--- src/rtl/secded_pkg.sv ---
package secded_pkg;
  localparam int DATA_W = 64;
  localparam int CHK_W  = 8;
  localparam int WORD_W = DATA_W + CHK_W;
  localparam int NBYTES = DATA_W / 8;

  typedef enum logic [1:0] {
    MODE_OFF   = 2'd0,
    MODE_CHECK = 2'd1,
    MODE_FIX   = 2'd2,
    MODE_FIX2  = 2'd3
  } ecc_mode_e;

  // control register image, LSB first: mode, diag, rep_multi, rep_single, glob_en
  typedef struct packed {
    logic      glob_en;
    logic      rep_single;
    logic      rep_multi;
    logic      diag;
    ecc_mode_e mode;
  } ctrl_t;

  typedef enum logic [1:0] {
    ST_IDLE  = 2'd0,
    ST_CHECK = 2'd1,
    ST_WBACK = 2'd2
  } path_state_e;

  function automatic int unsigned weight8(input logic [7:0] v);
    int unsigned n;
    n = 0;
    for (int b = 0; b < 8; b++) n += int'(v[b]);
    return n;
  endfunction

  // distinct odd-weight columns: all weight-3 values, then weight-5 ones
  function automatic logic [DATA_W-1:0][CHK_W-1:0] make_columns();
    logic [DATA_W-1:0][CHK_W-1:0] t;
    int n;
    t = '0;
    n = 0;
    for (int pass = 0; pass < 2; pass++) begin
      for (int v = 0; v < 256; v++) begin
        if (weight8(v[7:0]) == ((pass == 0) ? 3 : 5) && n < DATA_W) begin
          t[n] = v[7:0];
          n++;
        end
      end
    end
    return t;
  endfunction

  localparam logic [DATA_W-1:0][CHK_W-1:0] H_COLS = make_columns();
endpackage

--- src/rtl/secded_enc.sv ---
module secded_enc
  import secded_pkg::*;
(
  input  logic [DATA_W-1:0] data,
  output logic [CHK_W-1:0]  chk
);
  always_comb begin
    chk = '0;
    for (int i = 0; i < DATA_W; i++) begin
      for (int j = 0; j < CHK_W; j++) begin
        chk[j] = chk[j] ^ (data[i] & H_COLS[i][j]);
      end
    end
  end
endmodule

--- src/rtl/secded_dec.sv ---
module secded_dec
  import secded_pkg::*;
(
  input  logic [DATA_W-1:0] data,
  input  logic [CHK_W-1:0]  chk_in,
  input  logic              fix_en,
  output logic [CHK_W-1:0]  syndrome,
  output logic              err_single,
  output logic              err_multi,
  output logic [DATA_W-1:0] data_out
);
  logic [CHK_W-1:0] chk_calc;

  secded_enc u_recalc (
    .data (data),
    .chk  (chk_calc)
  );

  assign syndrome   = chk_calc ^ chk_in;
  assign err_single = (|syndrome) &  (^syndrome);
  assign err_multi  = (|syndrome) & ~(^syndrome);

  genvar gi;
  generate
    for (gi = 0; gi < DATA_W; gi++) begin : g_fix
      assign data_out[gi] = data[gi] ^ (fix_en & err_single & (syndrome == H_COLS[gi]));
    end
  endgenerate
endmodule

--- src/rtl/ecc_csr.sv ---
module ecc_csr
  import secded_pkg::*;
#(
  parameter int ADDR_W = 16,
  parameter int CFG_AW = 2,
  parameter int CFG_DW = 32
) (
  input  logic              clk,
  input  logic              rst_n,
  input  logic              cfg_we,
  input  logic [CFG_AW-1:0] cfg_addr,
  input  logic [CFG_DW-1:0] cfg_wdata,
  output logic [CFG_DW-1:0] cfg_rdata,
  input  logic              log_en,
  input  logic              log_single,
  input  logic              log_multi,
  input  logic [CHK_W-1:0]  log_syn,
  input  logic [ADDR_W-1:0] log_addr,
  output ctrl_t             ctrl,
  output logic              sys_err
);
  localparam int CTRL_W = $bits(ctrl_t);
  localparam logic [CFG_AW-1:0] IDX_CTRL  = CFG_AW'(0);
  localparam logic [CFG_AW-1:0] IDX_STAT  = CFG_AW'(1);
  localparam logic [CFG_AW-1:0] IDX_EADDR = CFG_AW'(2);

  ctrl_t             ctrl_q, ctrl_d;
  logic              one_q, one_d;
  logic              many_q, many_d;
  logic [CHK_W-1:0]  syn_q;
  logic [ADDR_W-1:0] eaddr_q;
  logic              ctrl_en, cap_en, serr_d, serr_q;
  logic              unused_wbits;

  assign unused_wbits = ^cfg_wdata[CFG_DW-1:CTRL_W];

  always_comb begin
    ctrl_en = cfg_we && (cfg_addr == IDX_CTRL);
    ctrl_d  = ctrl_t'(cfg_wdata[CTRL_W-1:0]);
    one_d   = one_q;
    many_d  = many_q;
    if (cfg_we && cfg_addr == IDX_STAT) begin
      if (cfg_wdata[0]) one_d  = 1'b0;
      if (cfg_wdata[1]) many_d = 1'b0;
    end
    // a new error in the same cycle wins over a clear
    if (log_en && log_single) one_d  = 1'b1;
    if (log_en && log_multi)  many_d = 1'b1;
    cap_en = log_en && (log_single || log_multi);
    serr_d = ctrl_q.glob_en &&
             ((ctrl_q.rep_single && one_q) || (ctrl_q.rep_multi && many_q));
  end

  always_ff @(posedge clk or negedge rst_n) begin
    if (!rst_n) begin
      ctrl_q  <= '0;
      one_q   <= 1'b0;
      many_q  <= 1'b0;
      syn_q   <= '0;
      eaddr_q <= '0;
      serr_q  <= 1'b0;
    end else begin
      if (ctrl_en) ctrl_q <= ctrl_d;
      one_q  <= one_d;
      many_q <= many_d;
      if (cap_en) begin
        syn_q   <= log_syn;
        eaddr_q <= log_addr;
      end
      serr_q <= serr_d;
    end
  end

  always_comb begin
    cfg_rdata = '0;
    unique case (cfg_addr)
      IDX_CTRL:  cfg_rdata[CTRL_W-1:0] = ctrl_q;
      IDX_STAT:  cfg_rdata[15:0] = {syn_q, 6'b0, many_q, one_q};
      IDX_EADDR: cfg_rdata[ADDR_W-1:0] = eaddr_q;
      default:   cfg_rdata = '0;
    endcase
  end

  assign ctrl    = ctrl_q;
  assign sys_err = serr_q;
endmodule

--- src/rtl/secded_mem_path.sv ---
module secded_mem_path
  import secded_pkg::*;
#(
  parameter int ADDR_W = 16,
  parameter int CFG_AW = 2,
  parameter int CFG_DW = 32
) (
  input  logic              clk,
  input  logic              rst_n,
  input  logic              req_valid,
  output logic              req_ready,
  input  logic              req_write,
  input  logic [ADDR_W-1:0] req_addr,
  input  logic [DATA_W-1:0] req_wdata,
  input  logic [NBYTES-1:0] req_be,
  output logic              rsp_valid,
  output logic [DATA_W-1:0] rsp_rdata,
  output logic              mem_en,
  output logic              mem_we,
  output logic [ADDR_W-1:0] mem_addr,
  output logic [WORD_W-1:0] mem_wdata,
  input  logic [WORD_W-1:0] mem_rdata,
  input  logic              cfg_we,
  input  logic [CFG_AW-1:0] cfg_addr,
  input  logic [CFG_DW-1:0] cfg_wdata,
  output logic [CFG_DW-1:0] cfg_rdata,
  output logic              sys_err
);
  // reset: asserted asynchronously, released after two clean edges
  logic [1:0] rst_sync_q;
  logic       rst_int_n;

  always_ff @(posedge clk or negedge rst_n) begin
    if (!rst_n) rst_sync_q <= 2'b00;
    else        rst_sync_q <= {rst_sync_q[0], 1'b1};
  end
  assign rst_int_n = rst_sync_q[1];

  path_state_e       state_q, state_d;
  logic [ADDR_W-1:0] addr_q, addr_d;
  logic [DATA_W-1:0] wdata_q, wdata_d;
  logic [NBYTES-1:0] be_q, be_d;
  logic              wr_q, wr_d;
  logic [DATA_W-1:0] merge_q, merge_d;
  logic              cap_en, merge_en;

  ctrl_t             ctrl_q;
  logic              fix_en, chk_zero, log_en;
  logic [DATA_W-1:0] enc_in;
  logic [CHK_W-1:0]  enc_chk, chk_out;
  logic [CHK_W-1:0]  dec_syn;
  logic              dec_single, dec_multi;
  logic [DATA_W-1:0] dec_data, merged;

  assign fix_en   = (ctrl_q.mode == MODE_FIX || ctrl_q.mode == MODE_FIX2) && !ctrl_q.diag;
  assign chk_zero = (ctrl_q.mode == MODE_OFF) || ctrl_q.diag;

  assign enc_in  = (state_q == ST_WBACK) ? merge_q : req_wdata;
  assign chk_out = chk_zero ? '0 : enc_chk;

  secded_enc u_enc (
    .data (enc_in),
    .chk  (enc_chk)
  );

  secded_dec u_dec (
    .data       (mem_rdata[DATA_W-1:0]),
    .chk_in     (mem_rdata[WORD_W-1:DATA_W]),
    .fix_en     (fix_en),
    .syndrome   (dec_syn),
    .err_single (dec_single),
    .err_multi  (dec_multi),
    .data_out   (dec_data)
  );

  genvar gb;
  generate
    for (gb = 0; gb < NBYTES; gb++) begin : g_merge
      assign merged[gb*8 +: 8] = be_q[gb] ? wdata_q[gb*8 +: 8] : dec_data[gb*8 +: 8];
    end
  endgenerate

  always_comb begin
    state_d   = state_q;
    addr_d    = req_addr;
    wdata_d   = req_wdata;
    be_d      = req_be;
    wr_d      = req_write;
    merge_d   = merged;
    cap_en    = 1'b0;
    merge_en  = 1'b0;
    req_ready = 1'b0;
    rsp_valid = 1'b0;
    log_en    = 1'b0;
    mem_en    = 1'b0;
    mem_we    = 1'b0;
    mem_addr  = addr_q;
    mem_wdata = {chk_out, enc_in};
    unique case (state_q)
      ST_IDLE: begin
        req_ready = 1'b1;
        mem_addr  = req_addr;
        if (req_valid) begin
          mem_en = 1'b1;
          if (req_write && (&req_be)) begin
            mem_we = 1'b1;
          end else begin
            cap_en  = 1'b1;
            state_d = ST_CHECK;
          end
        end
      end
      ST_CHECK: begin
        log_en    = (ctrl_q.mode != MODE_OFF);
        rsp_valid = !wr_q;
        if (wr_q) begin
          merge_en = 1'b1;
          state_d  = ST_WBACK;
        end else begin
          state_d  = ST_IDLE;
        end
      end
      ST_WBACK: begin
        mem_en  = 1'b1;
        mem_we  = 1'b1;
        state_d = ST_IDLE;
      end
      default: state_d = ST_IDLE;
    endcase
  end

  always_ff @(posedge clk or negedge rst_int_n) begin
    if (!rst_int_n) begin
      state_q <= ST_IDLE;
      addr_q  <= '0;
      wdata_q <= '0;
      be_q    <= '0;
      wr_q    <= 1'b0;
      merge_q <= '0;
    end else begin
      state_q <= state_d;
      if (cap_en) begin
        addr_q  <= addr_d;
        wdata_q <= wdata_d;
        be_q    <= be_d;
        wr_q    <= wr_d;
      end
      if (merge_en) merge_q <= merge_d;
    end
  end

  assign rsp_rdata = dec_data;

  ecc_csr #(
    .ADDR_W (ADDR_W),
    .CFG_AW (CFG_AW),
    .CFG_DW (CFG_DW)
  ) u_csr (
    .clk        (clk),
    .rst_n      (rst_int_n),
    .cfg_we     (cfg_we),
    .cfg_addr   (cfg_addr),
    .cfg_wdata  (cfg_wdata),
    .cfg_rdata  (cfg_rdata),
    .log_en     (log_en),
    .log_single (dec_single),
    .log_multi  (dec_multi),
    .log_syn    (dec_syn),
    .log_addr   (addr_q),
    .ctrl       (ctrl_q),
    .sys_err    (sys_err)
  );
endmodule

--- config.mk ---
export PLATFORM = sky130hd
export DESIGN_NAME = secded_mem_path
export DESIGN_NICKNAME = d
export VERILOG_FILES = /design/src/rtl/secded_pkg.sv /design/src/rtl/secded_enc.sv /design/src/rtl/secded_dec.sv /design/src/rtl/ecc_csr.sv /design/src/rtl/secded_mem_path.sv
export SDC_FILE = /design/constraint.sdc
export NUM_CORES = 1
export LEC_CHECK = 0
export CAP_MARGIN = 25
export CORE_MARGIN = 4
export CORE_UTILIZATION = 50
export CTS_BUF_LIST = sky130_fd_sc_hd__clkbuf_4
export CTS_CLUSTER_DIAMETER = 50
export CTS_CLUSTER_SIZE = 25
export DETAILED_ROUTE_END_ITERATION = 10
export PLACE_DENSITY = 0.84
export SLEW_MARGIN = 20
export SYNTH_ARGS = -nofsm -noshare
export SYNTH_HDL_FRONTEND = slang
export SYNTH_SLANG_ARGS = --single-unit
--- constraint.sdc ---
create_clock -name clk -period 9.61 [get_ports clk]
set_clock_uncertainty 0.2 [all_clocks]
set_input_delay 2.4025 -clock clk [delete_from_list [all_inputs] [get_ports clk]]
set_output_delay 2.4025 -clock clk [all_outputs]
set_load 0.02 [all_outputs]
Word level (Yosys, flattened, before mapping)
Index checks and enable logic that the tools add are counted.
- flip-flop bits (word level): 190
- bits in latches: 0
- bits in writable memories: 0
- bits in read-only memories: 0
- bits of input ports: 199
- output and inout port bits: 189
- logic and storage cells: 686
- memories: 0
- $add $sub $neg: 0
- $mul: 0
- divide/modulo/power cells: 0
- order comparisons: 0
- eq/ne operators: 72
- shifts and indexed selects: 0
- muxes and demuxes: 36
- bitwise operators: 531
- reductions and logical operators: 30
- operator list (operator ; count):
    XOR 1 bit ; 462
    == test 8 bit (second input constant) ; 21
    == test 8 x 7 -> 1 bit (second input constant) ; 17
    == test 8 x 6 -> 1 bit (second input constant) ; 15
    two-way mux 8 bit ; 9
    bitwise AND 1 bit ; 67
    two-way mux 64 bit ; 1
    == test 8 x 5 -> 1 bit (second input constant) ; 7
    == test 8 x 4 -> 1 bit (second input constant) ; 3
    case mux 10 bit (2 select lines) ; 1
    case mux 6 bit (3 select lines) ; 1
    two-way mux 1 bit ; 17
    two-way mux 16 bit ; 1
    logical AND 1 bit ; 10
    nonzero test 2 bit ; 5
    == test 2 bit (second input constant) ; 4
    == test 8 x 3 -> 1 bit (second input constant) ; 1
    AND reduction 8 bit ; 1
    OR reduction 8 bit ; 1
    XOR reduction 8 bit ; 1
    XOR 8 bit ; 1
    zero test 2 bit ; 3
    two-way mux 2 bit ; 3
    AND reduction 2 bit ; 3
    other kinds (7) ; 14

Longest topological paths before layout
- depth after elaboration: 34
- depth in mapped cells: 15
- gate-level depth less buffers: 15

By module
From an unflattened synthesis, not the netlist that was laid out.
- cell total of the unflattened synthesis: 1171
- area total of the unflattened synthesis: 13526.7 µm²
- modules (own cells, without submodules) (module ; times used ; cells each ; area each (µm²)):
    secded_mem_path ; 1 ; 593 ; 7533.5
    secded_enc ; 2 ; 114 ; 1345.0
    ecc_csr ; 1 ; 129 ; 1651.6
    secded_dec ; 1 ; 221 ; 1651.6

Worst setup path after synthesis
OpenSTA, ideal clock, no wires.
- kind: input port to output port
- start point: input mem_rdata[56]
- end point: output rsp_rdata[52]
- arrival time: 5995 ps
- data required time: 7008 ps
- slack: 1013 ps
- cell stages on the path: 10
- path buffers: 1
- cell sequence: xor2_1 xnor3_1 xnor3_1 xnor3_1 ha_1 xnor2_1 xnor3_1 buf_6 or4_4 xnor2_1
- cells in the longest elaborated chain, start to end: 13
- RTL lines (what ; RTL line ; RTL):
    from (decl) ; secded_mem_path.sv:22 ; input logic [WORD_W-1:0] mem_rdata,
    XOR 1 bit (7 in series) ; secded_enc.sv:11 ; chk[j] = chk[j] ^ (data[i] & H_COLS[i][j]);
    XOR 8 bit (*) ; secded_dec.sv:19 ; assign syndrome = chk_calc ^ chk_in;
    OR reduction 8 bit or XOR reduction 8 bit (tied branches) ; secded_dec.sv:20 ; assign err_single = (|syndrome) & (^syndrome);
    bitwise AND 1 bit ; secded_dec.sv:20 ;
    bitwise AND 1 bit ; secded_dec.sv:26 ; assign data_out[gi] = data[gi] ^ (fix_en & err_single & (syndrome == H_COLS[gi]));
    bitwise AND 1 bit (*) ; secded_dec.sv:26 ;
    XOR 1 bit (*) ; secded_dec.sv:26 ;
    to (decl) ; secded_mem_path.sv:17 ; output logic [DATA_W-1:0] rsp_rdata,
Mark *: on every way between the ends. The rest lies on a longest branch, timed or not.

Worst setup path in the final report
- start point: input mem_rdata[56]
- end point: output rsp_rdata[48]
The elaborated chain is that of the path after synthesis.

==> key figures <==
STA
  • Max Clk Rate: 105 MHz
  • Actual slew at the worst max-slew pin: 1.04 ns
  • Count of final hold-check violations: 0
  • RSZ-0062 raised after global routing: yes
  • # setup viols final: 0
  • TNS Setup: 0 ns
  • Rel. slew slack: 30.6%
  • Final worst slack: 0.121 ns
  • Crit path time final: 9.49 ns
  • Fin crit share: 98.7%
  • Max-slew violations: 0

Synth
  • Prevailing post-synth register cell: dfrtp_1
  • Register area share after synthesis: 36.0%
  • Synth top area cells: dfrtp_1 (36%), xnor2_1 (16%), nand2_1 (9.4%)
  • Yosys top cell by area: dfrtp_1
  • Netlist cell types: 57
  • Syn_area_per_cell: 9.10 sq um
  • YS warnings: 0
  • EDFF count, synth: 0
  • Register bit total from synthesis: 190
  • Cells after synthesis: 1451
  • Async SR Flop Fraction: 100%
  • Cell area after synthesis: 0.0132 sq mm
  • Synth top area share: 36.0%

Placement
  • Gpl congestion: 0.983
  • DP HPWL: 40.4 mm
  • Place WS: -0.190 ns
  • Port bufs: 345

Route
  • Routed WL per cell: 22.2 microns
  • DR iter-0 viols: 1602
  • First-pass DRT Iterations: 8
  • Total vias in the final route: 12700
  • Routed WL: 50.1 mm
  • Detail Route Antenna Nets: 0
  • Vias per std cell: 5.60
  • Residual DRC: 0

Die
  • # IOs: 388
  • Die Span Y: 170 microns
  • Num rows: 59
  • Core area: 0.0260 sq mm
  • Die area: 0.0291 sq mm
  • Starting Density: 50.8%
  • Die X: 170 microns

Setup path
  • Arr. time, crit path: 6.89 ns
  • CP Capture Type: primary output
  • Reg2Reg Launch Point: u_csr.ctrl[2]$_DFFE_PN0P_
  • Critical R2R Capture: merge_q[60]$_DFFE_PN0P_
  • CP required: 7.01 ns
  • CP max FO: 5
  • Worst Setup Start Kind: input pin
  • Worst Reg-to-Reg Cells: 9
  • Setup Crit Path Kind: in2out
  • R2R Setup Slk: 6.84 ns

GRT
  • Initial antenna violation count: 0
  • Number of global-route vias before repair: 12600
  • Grt total ovfl: 0
  • Pin count of the biggest net entering global routing: 95
  • All-Layer GR Usage: 33.5%
  • Global-route wire length before repair: 73.8 mm

Layout
  • Final #Nets: 2122
  • Layout cell share with drive strength beyond 1: 14.9%
  • Most frequent cells in the layout: nand2_1 (331), clkdlybuf4s50_1 (319), xnor2_1 (235)
  • # diodes: 0
  • Commonest non-fill, non-tap cell in the layout: nand2_1
  • Synthesis-to-layout area growth: 40.2%

Clock network
  • TritonCTS clock tree: yes
  • CTS max path bufs: 2
  • CTS Buf Count: 17
  • Clock Latency Late Sink: 0.59 ns
  • Hold_buf cts: 0
  • Clk slew on worst S/H paths: 0.20 ns
  • Clk sinks: 190
  • Clk root buf: clkbuf_4
  • H-tree levels: 4

Hold path
  • Hold crit path type: reg2async

Run
  • Max-cap violations: 0

Pwr
  • Leakage power: 0.00866 uW
  • PD cells: 286 mW/mm^2
  • Max VDD drop: 0.321 mV

Outcome
  • Status: complete, no violations
registers in the layout, indices dropped and copies added (netlist names), 2 cells and up:
signal         cells
merge_q           64
state_q            2
wdata_q           64
be_q               8
u_csr.ctrl         6
u_csr.eaddr_q     16
u_csr.syn_q        8
addr_q            16
rst_sync_q         2
cells in the mapped netlist, types with 10 or more instances:
cell,number
inv_1,77
a22oi_1,13
xnor2_1,246
mux2i_1,84
a221o_1,20
mux2_2,44
nand3_1,33
nor2b_1,14
o21ai_0,51
buf_4,16
buf_1,10
nand2_1,332
xor2_1,52
and3_1,29
nand4_1,18
ha_1,12
clkbuf_1,47
nor3_1,13
xnor3_1,19
nor2_1,49
dfrtp_1,190
critical path, stage by stage:
cell and delay, ns:
clkdlybuf4s50_1 0.57, xor2_2 0.20, xnor3_1 0.46, xnor3_1 0.39, xnor3_1 0.42, ha_1 0.32
xnor2_1 0.27, xnor3_2 0.37, nor4b_2 0.30, buf_4 0.19, a21oi_1 0.08, or2_2 0.33
clkdlybuf4s50_1 0.58
cells by family (layout without fill, tap and decap cells):
family                   after synthesis  after routing  share of synthesized area, %
multiplexers                         128            128                          10.1
adder cells (fa/ha/maj)               12             12                          1.14
flip-flops                           190            190                          36.0
other                                  2             17                        0.0569
XOR/XNOR                             324            324                          24.2
AND/OR/NAND/NOR                      522            522                          17.5
AO/OA/AOI/OAI                        114            114                          5.86
buffers and inverters                159            617                          5.10
timing repair:
item | in CTS | in global routing
gates resized for setup | 8 | 36
pin swaps | 1 | 2
endpoints found under the setup margin | 20 | 36
setup buffers | 0 | 1
metrics by stage:
step                total power, uW  std cells  cell area, sq um  utilization, %  hold slack, ns
CTS                            5220       2255             18300            70.4           0.175
detailed placement             4790       2223             18000            69.2           0.135
global placement               4710       2223             18000            69.2           0.140
floorplan                      3490       1466             13300               -           0.131
finish                         5290       2259             18500            71.2           0.151
global route                   5580       2259             18500            71.2           0.194
metal layers:
layer,part of all wire (%),vias up,track usage (%)
li1,-,5622,-
met1,37,6123,42.2
met3,9.0,129,5.95
met2,49,784,56.7
met4,4.7,0,14.1
met5,0,-,0
worst max-delay path by stage:
| stage | from | to | slack [ns] | cells past startpoint |
|---|---|---|---|---|
| after floorplan | mem_rdata[56] | rsp_rdata[52] | 1.01 | 10 |
| after global placement | mem_rdata[56] | rsp_rdata[52] | -0.15 | 13 |
| after detailed placement | mem_rdata[56] | rsp_rdata[52] | -0.19 | 12 |
| after CTS | mem_rdata[56] | rsp_rdata[58] | 0.02 | 15 |
| after global routing | mem_rdata[56] | rsp_rdata[50] | -0.01 | 14 |
| final | mem_rdata[56] | rsp_rdata[48] | 0.12 | 13 |
power by group:
part,switching [uW],internal [uW]
Sequential,199,1080
Clock,346,122
Combinational,1940,1610
Total,2490,2800
final cells by class:
cell class	instances	area, sq um
timing repair buffer	507	4760
fill	1956	7480
clock inverter	15	168
tap	335	419
inverter	78	293
sequential	190	4760
multi-input combinational	1117	7980
clock buffer	17	128
Note: power is estimated with default switching activity, not from simulation.
